### src/rtl/quad_fsmd_pkg.sv
package quad_fsmd_pkg;

  typedef enum logic [2:0] {
    ST_IDLE = 3'd0,
    ST_SQ   = 3'd1,
    ST_BXC  = 3'd2,
    ST_AX2  = 3'd3,
    ST_SUM  = 3'd4
  } step_t;

  typedef enum logic {
    MA_X  = 1'b0,
    MA_XX = 1'b1
  } ma_sel_t;

  typedef enum logic [1:0] {
    MB_X = 2'd0,
    MB_A = 2'd1,
    MB_B = 2'd2
  } mb_sel_t;

  typedef enum logic {
    AB_C   = 1'b0,
    AB_BXC = 1'b1
  } ab_sel_t;

  typedef struct packed {
    logic    ld_x;
    logic    ld_xx;
    logic    ld_bxc;
    logic    ld_y;
    ma_sel_t ma;
    mb_sel_t mb;
    ab_sel_t ab;
  } ctrl_t;

endpackage

### src/rtl/quad_ldreg.sv
module quad_ldreg #(
  parameter int N = 8
) (
  input  logic         clk,
  input  logic         rst,
  input  logic         ld,
  input  logic [N-1:0] d,
  output logic [N-1:0] q
);
  always_ff @(posedge clk) begin
    if (rst)     q <= '0;
    else if (ld) q <= d;
  end
endmodule

### src/rtl/quad_ctrl.sv
module quad_ctrl
  import quad_fsmd_pkg::*;
(
  input  logic  clk,
  input  logic  rst,
  input  logic  go,
  output ctrl_t ctl,
  output logic  idle
);
  step_t st_q, st_d;

  always_ff @(posedge clk) begin
    if (rst) st_q <= ST_IDLE;
    else     st_q <= st_d;
  end

  always_comb begin
    st_d = st_q;
    ctl  = '0;
    unique case (st_q)
      ST_IDLE: begin
        ctl.ld_x = go;
        if (go) st_d = ST_SQ;
      end
      ST_SQ: begin
        ctl.ma    = MA_X;
        ctl.mb    = MB_X;
        ctl.ld_xx = 1'b1;
        st_d      = ST_BXC;
      end
      ST_BXC: begin
        ctl.ma     = MA_X;
        ctl.mb     = MB_B;
        ctl.ab     = AB_C;
        ctl.ld_bxc = 1'b1;
        st_d       = ST_AX2;
      end
      ST_AX2: begin
        ctl.ma = MA_XX;
        ctl.mb = MB_A;
        ctl.ab = AB_BXC;
        st_d   = ST_SUM;
      end
      ST_SUM: begin
        ctl.ma   = MA_XX;
        ctl.mb   = MB_A;
        ctl.ab   = AB_BXC;
        ctl.ld_y = 1'b1;
        st_d     = ST_IDLE;
      end
      default: st_d = ST_IDLE;
    endcase
  end

  assign idle = (st_q == ST_IDLE);
endmodule

### src/rtl/quad_dpath.sv
module quad_dpath
  import quad_fsmd_pkg::*;
#(
  parameter int W  = 8,
  parameter int RW = 3 * W + 2
) (
  input  logic          clk,
  input  logic          rst,
  input  ctrl_t         ctl,
  input  logic [W-1:0]  x_in,
  input  logic [W-1:0]  a_in,
  input  logic [W-1:0]  b_in,
  input  logic [W-1:0]  c_in,
  output logic [RW-1:0] y
);
  localparam int PAD = RW - W;

  logic [W-1:0]  x_q;
  logic [RW-1:0] xx_q, bxc_q;
  logic [RW-1:0] mul_a, mul_b, prod, add_b, sum;

  quad_ldreg #(.N(W))  u_xreg   (.clk(clk), .rst(rst), .ld(ctl.ld_x),   .d(x_in), .q(x_q));
  quad_ldreg #(.N(RW)) u_xxreg  (.clk(clk), .rst(rst), .ld(ctl.ld_xx),  .d(prod), .q(xx_q));
  quad_ldreg #(.N(RW)) u_bxcreg (.clk(clk), .rst(rst), .ld(ctl.ld_bxc), .d(sum),  .q(bxc_q));
  quad_ldreg #(.N(RW)) u_yreg   (.clk(clk), .rst(rst), .ld(ctl.ld_y),   .d(sum),  .q(y));

  // First multiplier operand: captured x or stored square
  always_comb begin
    if (ctl.ma == MA_XX) mul_a = xx_q;
    else                 mul_a = {{PAD{1'b0}}, x_q};
  end

  // Second multiplier operand: x, A or B
  always_comb begin
    unique case (ctl.mb)
      MB_A:    mul_b = {{PAD{1'b0}}, a_in};
      MB_B:    mul_b = {{PAD{1'b0}}, b_in};
      default: mul_b = {{PAD{1'b0}}, x_q};
    endcase
  end

  // Second adder operand: C or stored partial sum
  always_comb begin
    if (ctl.ab == AB_BXC) add_b = bxc_q;
    else                  add_b = {{PAD{1'b0}}, c_in};
  end

  assign prod = mul_a * mul_b;
  assign sum  = prod + add_b;
endmodule

### src/rtl/quad_fsmd.sv
module quad_fsmd
  import quad_fsmd_pkg::*;
#(
  parameter int W  = 8,
  parameter int RW = 3 * W + 2
) (
  input  logic          clk,
  input  logic          rst,
  input  logic          go,
  input  logic [W-1:0]  x_in,
  input  logic [W-1:0]  a_in,
  input  logic [W-1:0]  b_in,
  input  logic [W-1:0]  c_in,
  output logic [RW-1:0] y_out,
  output logic          done,
  output logic          ready
);
  ctrl_t ctl;
  logic  idle;

  quad_ctrl u_ctrl (
    .clk (clk),
    .rst (rst),
    .go  (go),
    .ctl (ctl),
    .idle(idle)
  );

  quad_dpath #(.W(W), .RW(RW)) u_dpath (
    .clk (clk),
    .rst (rst),
    .ctl (ctl),
    .x_in(x_in),
    .a_in(a_in),
    .b_in(b_in),
    .c_in(c_in),
    .y   (y_out)
  );

  always_ff @(posedge clk) begin
    if (rst) done <= 1'b0;
    else     done <= ctl.ld_y;
  end

  assign ready = idle;
endmodule

### config.mk
export PLATFORM = sky130hd
export DESIGN_NAME = quad_fsmd
export DESIGN_NICKNAME = d
export VERILOG_FILES = /design/src/rtl/quad_fsmd_pkg.sv /design/src/rtl/quad_ldreg.sv /design/src/rtl/quad_ctrl.sv /design/src/rtl/quad_dpath.sv /design/src/rtl/quad_fsmd.sv
export SDC_FILE = /design/constraint.sdc
export NUM_CORES = 1
export LEC_CHECK = 0
export BUFFER_PORTS_ARGS = -buffer_cell sky130_fd_sc_hd__buf_2
export CAP_MARGIN = 5
export CORE_ASPECT_RATIO = 1.2
export CORE_MARGIN = 1
export CORE_UTILIZATION = 35
export CTS_BUF_LIST = sky130_fd_sc_hd__clkbuf_16
export CTS_CLUSTER_DIAMETER = 200
export CTS_CLUSTER_SIZE = 14
export DETAILED_ROUTE_END_ITERATION = 10
export PLACE_DENSITY = 0.54
export SLEW_MARGIN = 20
export SYNTH_ARGS = -nofsm -noshare
export SYNTH_HDL_FRONTEND = slang
export SYNTH_SLANG_ARGS = --single-unit
export TNS_END_PERCENT = 100
### constraint.sdc
create_clock -name clk -period 10.51 [get_ports clk]
set_input_delay 1.051 -clock clk [delete_from_list [all_inputs] [get_ports clk]]
set_output_delay 1.051 -clock clk [all_outputs]
set_load 0.02 [all_outputs]
== Word level (Yosys, flattened, before mapping) ==
Cells that the tools add are included.

* Logic and storage cells: 28
* Register bits after elaboration: 90

* Multiply operators: 1
* Mux-type cells: 11
* Reduce and logical (&&, ||, !) cells: 2
* Add/subtract/negate cells: 1
* Equality and inequality tests: 7

{| class="wikitable"
|+ Operators by type and width
! kind !! count
|-
| $mux W26 || 2
|-
| $add A26 B26 Y26 || 1
|-
| $mul A26 B8 Y26 || 1
|-
| $pmux W8 S2 || 1
|-
| $pmux W3 S4 || 1
|-
| $eq A3 B2 Y1 const B || 2
|-
| $pmux W3 S2 || 1
|-
| $mux W1 || 5
|-
| $eq A3 B1 Y1 const B || 1
|-
| $eq A3 B3 Y1 const B || 1
|-
| $logic_not A3 Y1 || 1
|-
| $mux W3 || 1
|-
| $eq A2 B1 Y1 const B || 1
|-
| $eq A2 B2 Y1 const B || 1
|-
| $ne A2 B2 Y1 const B || 1
|-
| $reduce_or A2 Y1 || 1
|}

== Depth between registers and ports, before layout ==
Gate-level depths: netlist of the first run.

* Word-level depth: 7
* Gate-level depth with buffers: 40

== Cells and area by module ==
From an unflattened synthesis of the first run, not the netlist that was laid out.

* Cell total of the unflattened synthesis: 1159
* Area, all modules: 10072.2 µm²

{| class="wikitable"
|+ By module, submodules not included
! module !! instances !! area an instance (µm²) !! cells an instance !! seq. area each (µm²)
|-
| quad_dpath || 1 || 6745.2 || 860 || 0.0
|-
| quad_ldreg (u_dpath.u_bxcreg ...) || 3 || 943.4 || 84 || 520.5
|-
| quad_ldreg (u_dpath.u_xreg) || 1 || 285.3 || 26 || 160.2
|-
| quad_ctrl || 1 || 177.7 || 19 || 60.1
|-
| quad_fsmd || 1 || 33.8 || 2 || 20.0
|}

== Worst setup path before layout of the first run ==
No wires, ideal clock.

* Path type: register -> register
* Start point: register u_ctrl.st_q[1]
* End point: register u_dpath.u_yreg.q[25]
* Clock period less this slack: 8587 ps
* Data required time: 10424 ps
* Stages on the path, launching flop included: 37
* Setup time: 86 ps
* Data arrival time: 8501 ps
* Path slack: 1923 ps
* Cells stage by stage: dfxtp_1 > clkbuf_1 > nand2_1 > o21ai_0 > buf_2 > clkbuf_1 > clkbuf_1 > ha_1 > buf_6 > a221o_2 > nand2_1 > clkbuf_1 > nor2_1 > fa_1 > fa_1 > fa_1 > inv_1 > fa_1 > inv_1 > ha_1 > o21a_1 > o21ai_0 > nand2b_1 > a41oi_1 > or3_1 > a31oi_1 > a41oi_1 > nor2b_1 > xnor2_1 > ha_1 > o21a_1 > nor2_1 > nor4b_1 > o2bb2ai_1 > xnor3_1 > xnor3_1 > a211oi_1

* Word-level cells in the longest chain between the ends: 7

{| class="wikitable"
|+ Ends and longest elaborated chain
! item !! RTL line !! source
|-
| start, declared || quad_ctrl.sv:10 || <nowiki>step_t st_q, st_d;</nowiki>
|-
| start signal, assigned || quad_ctrl.sv:14 || <nowiki>else st_q <= st_d;</nowiki>
|-
| $eq A3 B2 Y1 / $eq A3 B3 Y1 (equally long branches) || quad_ctrl.sv:20 || <nowiki>unique case (st_q)</nowiki>
|-
| $reduce_or A2 Y1 (no line) || n/a ||
|-
| $pmux W3 S2 * || quad_ctrl.sv:20 ||
|-
| $eq A2 B2 Y1 / $eq A2 B1 Y1 (equally long branches) || quad_dpath.sv:35 || <nowiki>unique case (ctl.mb)</nowiki>
|-
| $pmux W8 S2 || quad_dpath.sv:35 ||
|-
| $mul A26 B8 Y26 * || quad_dpath.sv:48 || <nowiki>assign prod = mul_a * mul_b;</nowiki>
|-
| net u_dpath.prod[24] || quad_dpath.sv:20 || <nowiki>logic [RW-1:0] mul_a, mul_b, prod, add_b, sum;</nowiki>
|-
| $add A26 B26 Y26 * || quad_dpath.sv:49 || <nowiki>assign sum = prod + add_b;</nowiki>
|-
| end signal, assigned || quad_ldreg.sv:11 || <nowiki>if (rst) q <= '0;</nowiki>
|-
| end signal, assigned || quad_ldreg.sv:12 || <nowiki>else if (ld) q <= d;</nowiki>
|-
| end, declared || quad_ldreg.sv:8 || <nowiki>output logic [N-1:0] q</nowiki>
|}

The timed path passes the listed nets; every way through them passes the cells marked *.
A chain may end at the register's enable or synchronous reset.

== Worst setup path in the final report of the first run ==
* Start point: register u_ctrl.st_q[2]
* End point: register u_dpath.u_bxcreg.q[24]

* Word-level cells in the longest chain between the ends: 7

{| class="wikitable"
|+ Ends and longest elaborated chain
! item !! RTL line
|-
| $eq A3 B2 Y1 / $eq A3 B3 Y1 (equally long branches) || quad_ctrl.sv:20
|-
| $reduce_or A2 Y1 (no line) || n/a
|-
| $pmux W3 S2 * || quad_ctrl.sv:20
|-
| $eq A2 B2 Y1 / $eq A2 B1 Y1 (equally long branches) || quad_dpath.sv:35
|-
| $pmux W8 S2 || quad_dpath.sv:35
|-
| $mul A26 B8 Y26 * || quad_dpath.sv:48
|-
| net u_dpath.prod[16] || quad_dpath.sv:20
|-
| $add A26 B26 Y26 * || quad_dpath.sv:49
|-
| end signal, assigned || quad_ldreg.sv:11
|-
| end signal, assigned || quad_ldreg.sv:12
|-
| end, declared || quad_ldreg.sv:8
|}

Marked as above.

==> impl_metrics.csv, run 1 <==
group,metric,value,unit
setup_path,worst-path-buf-inv,5,
finish,n_fill_cell,2948,
finish,drive_gt1_frac,0.0862,
synthesis,synth-async-reset-ratio,0,
placed_design,gp_congestion,0.881,
synthesis,syn-num-nets,1469,
cts,cts_tree,"yes",
setup_path,end_kind,"register",
setup_path,cp_data_arrival_time,9670,ps
global_routing,grt_first_pass_wirelength,45500,um
finish,fin_nets,1500,
floorplanning,coreArea,27900,um2
global_routing,grt_pass1_vias,8569,
synthesis,yosys_warnings,0,
global_routing,antenna_found_initial,0,
cts,clk_pin_slew,70,ps
cts,post-cts-setup-buffers,0,
synthesis,ys_types,64,
cts,root_buffer,"clkbuf_16",
synthesis,synth-edff-count,0,
placed_design,dp_hpwl,21300,um
synthesis,avgSynthCellArea,7.93,um2
placed_design,portBuffers,62,
run_status,status,"finished, final reports clean",
drt,via_per_inst,5.05,
timing,rsz0062_at_grt,"false",
drt,drc_errors,0,
drt,drt_iter0_markers,388,
flow_run,drv_cap,0,
hold_path,min_from,"u_dpath.u_bxcreg.q[13]",
setup_path,cp_slowest_cell,"nand2_1",
floorplanning,row_count,67,
setup_path,worstPathRequired,10720,ps
cts,holdBufCountCts,0,
cts,post_cts_resized,0,
timing,setup_tns,0,ps
finish,final_area,10900,um2
timing,hold_viol,0,
setup_path,criticalPathCategory,"register to register",
timing,relSlewSlack,0.255,
synthesis,syn_area,9930,um2
floorplanning,die_h,187,um
setup_path,crit_start,"u_ctrl.st_q[2]",
setup_path,r2r-start,"u_ctrl.st_q[2]",
finish,syn2layout_area_growth,9.85,%
hold_path,min_to,"u_dpath.u_bxcreg.q[13]",
timing,worst_pin_slew,1090,ps
drt,vias,8411,
timing,finalSetupViolCount,0,
timing,post-route-period-util,0.900,
setup_path,worstSetupStartpointType,"register",
timing,finalCriticalPeriod,9460,ps
power_and_ir_drop,p_per_area,94.6,nW/um2
power_and_ir_drop,ir_drop,0.0922,mV
synthesis,ys_ff_latch,90,
setup_path,slowest_delay,580,ps
drt,ant_nets,0,
global_routing,overflow,0,
synthesis,yosysSeqAreaShare,0.181,
cts,insertion_delay,350,ps
timing,fmax,0.106,GHz
setup_path,crit_fanout,27,
timing,fin_skew,7.59,ps
setup_path,path_delay_family,"adder cells",
global_routing,grtUsageTotal,0.199,
cts,clk_path_buf_depth,2,
floorplanning,io-pin-count,63,
setup_path,worst_path_most_repeated_cell,"fa_1",
cts,cts-buffers-inserted,9,
floorplanning,die_area,29100,um2
finish,n_antenna_cell,0,
setup_path,reg2reg_to,"u_dpath.u_bxcreg.q[24]",
drt,drt-total-wl,27100,um
drt,wl_per_cell,16.2,um
cts,cts_sinks,90,
setup_path,ff2ff_path_depth,32,
cts,h-tree-depth,3,
synthesis,synth_ff_type,"dfxtp_1",
power_and_ir_drop,power_leakage,4.80,nW
hold_path,worstHoldPathType,"register to register",
timing,drv_slew,0,
floorplanning,die_width,156,um
drt,drt-pass1-iter-count,5,
setup_path,regToRegSetupSlack,1050,ps
floorplanning,initial_core_util,0.356,
hold_path,hold_path_depth,2,
synthesis,netlist_instances,1252,
placed_design,placed_cell_area,10600,um2
global_routing,grt_start_max_net_pins,65,
cells by family after synthesis:
group / share of synthesized area
AO/OA/AOI/OAI: 0.136
XOR/XNOR: 0.0523
adder cells (fa/ha/maj): 0.321
buffers and inverters: 0.0741
flip-flops: 0.181
multiplexers: 0.00907
AND/OR/NAND/NOR: 0.227
cells in the mapped netlist, drive strengths merged, types with 9 or more instances:
cell type    n  area share
a21oi      104       0.052
a21o        12      0.0091
and2        31       0.020
o21bai       9      0.0068
ha          61       0.077
fa         121        0.24
nand2b       9      0.0057
nor3        17      0.0086
nand3       35       0.018
mux2i        9      0.0091
dfxtp       90        0.18
o21ai       30       0.015
inv        131       0.049
xor2        11      0.0097
clkbuf      43       0.016
nand2      203       0.077
nor2       168       0.063
xnor2       38       0.034
buf         14      0.0072
worst max-delay path by stage:
stage / cells after the start / slack (ps) / endpoint
3_3_place_gp: 32 / 1150 / u_dpath.u_yreg.q[24]
3_5_place_dp: 32 / 1100 / u_dpath.u_yreg.q[24]
6_report: 32 / 1050 / u_dpath.u_bxcreg.q[24]
2_1_floorplan: 36 / 1920 / u_dpath.u_yreg.q[25]
5_1_grt: 32 / 350 / u_dpath.u_yreg.q[24]
4_1_cts: 32 / 1040 / u_dpath.u_yreg.q[24]
metrics by stage:
stage	setup slack, ps	util	hold slack, ps	cells	power (mW)
after floorplan	1920	-	432	1252	0.607
after global placement	1150	0.380	437	1651	0.710
after detailed placement	1100	0.380	443	1651	0.711
after CTS	1040	0.391	452	1667	1.04
after global routing	352	0.391	467	1667	1.09
final	1050	0.391	450	1667	1.03
report_power, final:
| group | switching (mW) | internal (mW) | total (mW) |
|---|---|---|---|
| combinational | 0.233 | 0.106 | 0.340 |
| clock | 0.145 | 0.184 | 0.328 |
| sequential | 0.0110 | 0.354 | 0.365 |
| total | 0.389 | 0.644 | 1.03 |
state kept, by name, summed over array words and instances, names as in the netlist:
name                count
u_dpath.u_yreg.q       26
u_ctrl.st_q             3
u_dpath.u_bxcreg.q     26
u_dpath.u_xreg.q        8
done                    1
u_dpath.u_xxreg.q      26
cells in the final DEF, fill, tap and decap left out, drive strengths merged, types with 4 or more instances in the layout:
cell,Yosys,layout
inv,131,131
nor2,168,168
nand3,35,35
a21oi,104,104
xnor3,4,4
nor4b,4,4
a211oi,6,6
a21o,12,12
nor3b,7,7
o21ai,30,30
dfxtp,90,90
and2,31,31
nand2b,9,9
clkinv,3,6
o211ai,4,4
clkbuf,43,9
xor2,11,11
o311ai,5,5
xnor2,38,38
o31ai,6,6
o21a,8,8
or3,6,6
a221o,8,8
mux2i,9,9
nor2b,4,4
fa,121,121
ha,61,61
or2,5,5
o21bai,9,9
nand3b,8,8
a31oi,4,4
buf,14,77
nor3,17,17
nand2,203,203
routing by layer:
metal / track usage / share of wire / vias to the layer above / routed length (um)
li1: - / - / 4134 / -
met1: 0.280 / 0.49 / 4100 / 13100
met2: 0.328 / 0.47 / 157 / 12800
met3: 0.0163 / 0.027 / 20 / 731
met4: 0.0475 / 0.014 / 0 / 388
met5: 0 / 0 / - / 0
area by class of cell:
cell class	count	area (um2)	area share
clock buffers	9	225	0.0206
clock inverters	7	70.1	0.00642
inverters	134	503	0.0461
multi-input cells	971	7410	0.679
flip-flops and latches	90	1800	0.165
well taps	379	474	0.0435
repair buffers	77	425	0.0390
worst reg2reg max path, delay by kind of cell (launching register included):
family	cells	cell delay, ps
fa+ha+maj	7	3110
compound gates	11	2700
simple gates	8	2400
buf+inv	5	570
flops	1	410
xor+xnor	1	130
Power figures use the tool's default switching activity.
==> inputs of run 2 (changes only) <==
- CORE_MARGIN: 1 -> 2
==> run 2 against run 1 <==
Net effect: global-route usage down 0.38 points; critical path depth stayed put; largest power group unchanged; core utilization is 0.085 points higher; largest cell class unchanged; via count up 0.19%; final area is 0.22% higher.
==> impl_metrics.csv, run 2 (synthesized netlist as in run 1, its figures left out) <==
group,metric,value,unit
cts,post-cts-setup-buffers,0,
setup_path,regToRegSetupSlack,930,ps
cts,insertion_delay,350,ps
setup_path,cp_slowest_cell,"nand2_1",
drt,ant_nets,0,
global_routing,antenna_found_initial,0,
timing,fmax,0.104,GHz
cts,cts-buffers-inserted,9,
finish,ff_latch_area,1800,um2
setup_path,crit_fanout,27,
cts,clk_pin_slew,70,ps
power_and_ir_drop,p_per_area,97.5,nW/um2
setup_path,r2r-start,"u_ctrl.st_q[2]",
timing,drv_slew,0,
global_routing,grtUsageTotal,0.195,
drt,via_per_inst,5.06,
drt,drt_iter0_markers,438,
setup_path,endpoint,"u_dpath.u_yreg.q[24]",
cts,post_cts_resized,0,
run_status,status,"finished, final reports clean",
power_and_ir_drop,ir_drop,0.110,mV
floorplanning,die_h,189,um
floorplanning,initial_core_util,0.356,
setup_path,worst_path_most_repeated_cell,"fa_1",
finish,final_cell_mix,"nand2_1, nor2_1, inv_1, fa_1, a21oi_1",
floorplanning,die_area,29800,um2
cts,cts_sinks,90,
finish,n_fill_cell,2924,
placed_design,placed_cell_area,10600,um2
timing,finalSetupViolCount,0,
setup_path,worstPathRequired,10720,ps
setup_path,criticalPathCategory,"register to register",
floorplanning,row_count,67,
setup_path,reg2reg_to,"u_dpath.u_yreg.q[24]",
setup_path,slowest_delay,600,ps
cts,clk_path_buf_depth,2,
finish,syn2layout_area_growth,10.1,%
cts,root_buffer,"clkbuf_16",
global_routing,grt_start_max_net_pins,102,
power_and_ir_drop,power_leakage,4.82,nW
floorplanning,io-pin-count,63,
finish,fin_nets,1499,
placed_design,dp_hpwl,21400,um
timing,rsz0062_at_grt,"false",
flow_run,drv_cap,0,
floorplanning,die_width,158,um
timing,finalCriticalPeriod,9580,ps
finish,final_area,10900,um2
timing,worst_pin_slew,1090,ps
hold_path,worstHoldPathType,"register to register",
timing,fin_skew,9.00,ps
setup_path,ff2ff_path_depth,32,
timing,relSlewSlack,0.270,
timing,hold_viol,0,
setup_path,end_kind,"register",
finish,layout_commonest_cell,"nand2_1",
cts,holdBufCountCts,0,
floorplanning,coreArea,27900,um2
hold_path,hold_path_depth,2,
finish,multi_input_area,7410,um2
drt,drc_errors,0,
timing,setup_tns,0,ps
timing,setup_ws,931,ps
cts,cts_tree,"yes",
placed_design,portBuffers,62,
finish,top_regs,"u_dpath.u_bxcreg.q x26, u_dpath.u_xxreg.q x26, u_dpath.u_yreg.q x26",
finish,n_antenna_cell,0,
cts,h-tree-depth,3,
finish,fin_util,0.392,
global_routing,overflow,0,
global_routing,grt_first_pass_wirelength,46000,um
drt,drt-pass1-iter-count,4,
setup_path,worstSetupStartpointType,"register",
setup_path,cp_data_arrival_time,9790,ps
power_and_ir_drop,p_total,1.07,mW
placed_design,pre_cts_slack,1000,ps
setup_path,crit_start,"u_ctrl.st_q[2]",
global_routing,grt_pass1_vias,8808,
placed_design,gp_congestion,0.883,
drt,drt-total-wl,27300,um
finish,drive_gt1_frac,0.0870,
drt,wl_per_cell,16.4,um
drt,vias,8427,
timing,post-route-period-util,0.911,
-- run 2: cell count changes in the layout (fill, tap and decap cells not counted), sizes merged --
cell      before  now
bufinv         1    2
buf           77   76
clkinvlp       3    0
inv          131  134
clkinv         6    5
-- run 2: power by group --
part           leakage [nW]  switching (mW)  internal [mW]
logic                  3.93           0.234          0.107
clock network         0.161           0.151          0.211
registers             0.728          0.0107          0.353
total                  4.82           0.395          0.671
-- run 2: layer usage --
metal | routed length (um) | track usage | vias up
li1 | - | - | 4135
met1 | 13100 | 0.272 | 4124
met2 | 12800 | 0.326 | 139
met3 | 810 | 0.0143 | 29
met4 | 500 | 0.0517 | 0
met5 | 0 | 0 | -
-- run 2: area by class of cell --
cell class	count	share of cell area
inverters	134	0.0460
clock buffers	9	0.0206
clock inverters	7	0.00915
well taps	379	0.0434
multi-input cells	971	0.678
flip-flops and latches	90	0.165
repair buffers	76	0.0382
-- run 2: per-stage QoR --
stage,hold slack (ps),std cells
after floorplan,432,1252
after CTS,452,1666
after global routing,471,1666
final,450,1666
after detailed placement,443,1650
after global placement,438,1650
-- run 2: critical path: cells and delay by family (launching register included) --
kind / cells / cell delay, ps
adders and majority gates: 7 / 3130
AOI/OAI and AO/OA: 11 / 2700
and+or+nand+nor: 8 / 2470
buffers and inverters: 5 / 580
DFF: 1 / 400
xor gates and xnor gates: 1 / 140
-- run 2: worst min-delay path by stage --
stage | startpoint | endpoint | slack [ps]
2_1_floorplan | u_dpath.u_bxcreg.q[10] | u_dpath.u_bxcreg.q[10] | 430
3_3_place_gp | u_dpath.u_bxcreg.q[17] | u_dpath.u_bxcreg.q[17] | 440
3_5_place_dp | u_dpath.u_yreg.q[10] | u_dpath.u_yreg.q[10] | 440
4_1_cts | u_dpath.u_yreg.q[10] | u_dpath.u_yreg.q[10] | 450
5_1_grt | u_dpath.u_bxcreg.q[21] | u_dpath.u_bxcreg.q[21] | 470
6_report | u_dpath.u_bxcreg.q[23] | u_dpath.u_bxcreg.q[23] | 450
==> inputs of run 3 (changes only) <==
- MAX_ROUTING_LAYER: not set -> met4
- REMOVE_ABC_BUFFERS: not set -> 1
==> run 3 against run 2 <==
Net effect: cell count is the same; core utilization shrank 0.11 points; non-clock buffer count is the same; final area decreased by 0.29%; largest cell class unchanged; combinational power barely moved; highest routed layer unchanged.
==> impl_metrics.csv, run 3 (synthesized netlist as in run 1, its figures left out) <==
group,metric,value,unit
drt,drt_iter0_markers,474,
finish,stdcell_count,1666,
timing,relSlewSlack,0.313,
setup_path,ff2ff_path_depth,32,
setup_path,slowest_delay,590,ps
setup_path,cp_slowest_cell,"ha_1",
cts,post_cts_resized,0,
power_and_ir_drop,p_total,1.03,mW
hold_path,worstHoldPathType,"register to register",
hold_path,min_to,"u_dpath.u_bxcreg.q[19]",
finish,fin_util,0.391,
placed_design,portBuffers,62,
hold_path,min_from,"u_dpath.u_bxcreg.q[19]",
timing,setup_ws,1210,ps
global_routing,grtUsageTotal,0.199,
timing,fin_skew,8.48,ps
drt,drc_errors,0,
finish,drive_gt1_frac,0.0847,
cts,insertion_delay,350,ps
cts,post-cts-setup-buffers,0,
setup_path,worstPathRequired,10770,ps
drt,wl_met2,12500,um
floorplanning,die_area,29800,um2
finish,top_regs,"u_dpath.u_bxcreg.q x26, u_dpath.u_xxreg.q x26, u_dpath.u_yreg.q x26",
cts,h-tree-depth,3,
setup_path,reg2reg_to,"u_dpath.u_yreg.q[25]",
power_and_ir_drop,ir_drop,0.0937,mV
finish,layout_commonest_cell,"nand2_1",
placed_design,dp_cells,1650,
global_routing,antenna_found_initial,0,
timing,fmax,0.108,GHz
timing,post-route-period-util,0.885,
drt,met1_length,12500,um
drt,vias,8493,
floorplanning,die_width,158,um
floorplanning,initial_core_util,0.356,
hold_path,hold_path_depth,2,
drt,drt-pass1-iter-count,5,
timing,setup_tns,0,ps
finish,fin_nets,1499,
placed_design,gp_congestion,0.880,
drt,drt-total-wl,26800,um
timing,rsz0062_at_grt,"false",
timing,hold_viol,0,
drt,top_layer,"met4",
setup_path,cp_data_arrival_time,9560,ps
cts,clk_pin_slew,70,ps
run_status,status,"finished, final reports clean",
timing,finalCriticalPeriod,9300,ps
global_routing,grt_pass1_vias,8914,
setup_path,worst_path_most_repeated_cell,"fa_1",
finish,final_cell_mix,"nand2_1, nor2_1, inv_1, fa_1, a21oi_1",
drt,ant_nets,0,
global_routing,grt_start_max_net_pins,75,
global_routing,grt_first_pass_wirelength,45600,um
power_and_ir_drop,power_leakage,4.79,nW
drt,via_per_inst,5.10,
setup_path,r2r-start,"u_ctrl.st_q[2]",
finish,syn2layout_area_growth,9.77,%
drt,wl_met3,1030,um
timing,finalSetupViolCount,0,
power_and_ir_drop,p_per_area,94.3,nW/um2
setup_path,criticalPathCategory,"register to register",
floorplanning,coreArea,27900,um2
placed_design,pre_cts_slack,1270,ps
floorplanning,die_h,189,um
finish,n_antenna_cell,0,
floorplanning,io-pin-count,63,
global_routing,overflow,0,
placed_design,dp_hpwl,20900,um
setup_path,regToRegSetupSlack,1210,ps
setup_path,crit_fanout,23,
setup_path,worstSetupStartpointType,"register",
cts,clk_path_buf_depth,2,
timing,worst_pin_slew,1030,ps
cts,root_buffer,"clkbuf_16",
cts,cts_sinks,90,
flow_run,drv_cap,0,
cts,holdBufCountCts,0,
drt,wl_per_cell,16.1,um
setup_path,end_kind,"register",
cts,cts-buffers-inserted,9,
floorplanning,row_count,67,
timing,drv_slew,0,
cts,cts_tree,"yes",
-- run 3: worst max-delay path by stage --
stage | end | start | slack (ps)
2_1_floorplan | u_dpath.u_yreg.q[25] | u_ctrl.st_q[1] | -2620
3_3_place_gp | u_dpath.u_yreg.q[24] | u_ctrl.st_q[2] | 1370
3_5_place_dp | u_dpath.u_yreg.q[25] | u_ctrl.st_q[2] | 1270
4_1_cts | u_dpath.u_yreg.q[25] | u_ctrl.st_q[2] | 1210
5_1_grt | u_dpath.u_yreg.q[25] | u_ctrl.st_q[2] | 450
6_report | u_dpath.u_yreg.q[25] | u_ctrl.st_q[2] | 1210
-- run 3: report_power, final --
group	total, mW	switching (mW)	leakage (nW)	internal (mW)
Clock	0.325	0.141	0.137	0.184
Combinational	0.339	0.233	3.93	0.107
Sequential	0.365	0.0112	0.728	0.354
Total	1.03	0.385	4.79	0.644
-- run 3: metrics by stage --
step / instance area, um2 / hold WS [ps]
global placement: 10600 / 439
finish: 10900 / 452
CTS: 10900 / 453
detailed placement: 10600 / 443
floorplan: 9700 / 426
global route: 10900 / 470
-- run 3: final cells by class --
cell class / count / area [um2]
clock buffers: 9 / 225
clock inverters: 7 / 70.1
fillers: 2940 / 17000
inverters: 134 / 503
multi-input cells: 971 / 7410
flip-flops and latches: 90 / 1800
well taps: 379 / 474
repair buffers: 76 / 418
-- run 3: worst max-delay path, delay by kind of cell, from the launching register on --
kind	cells	cell delay, ps
compound gates	11	2490
flops	1	410
xor+xnor	3	550
simple gates	7	2110
fa+ha+maj	7	3150
buf+inv	4	470
-- run 3: layer usage --
metal  vias up  global-route usage
met3        32              0.0149
met5         -                   -
met4         0              0.0671
met2       182               0.318
li1       4123                   -
met1      4156               0.266
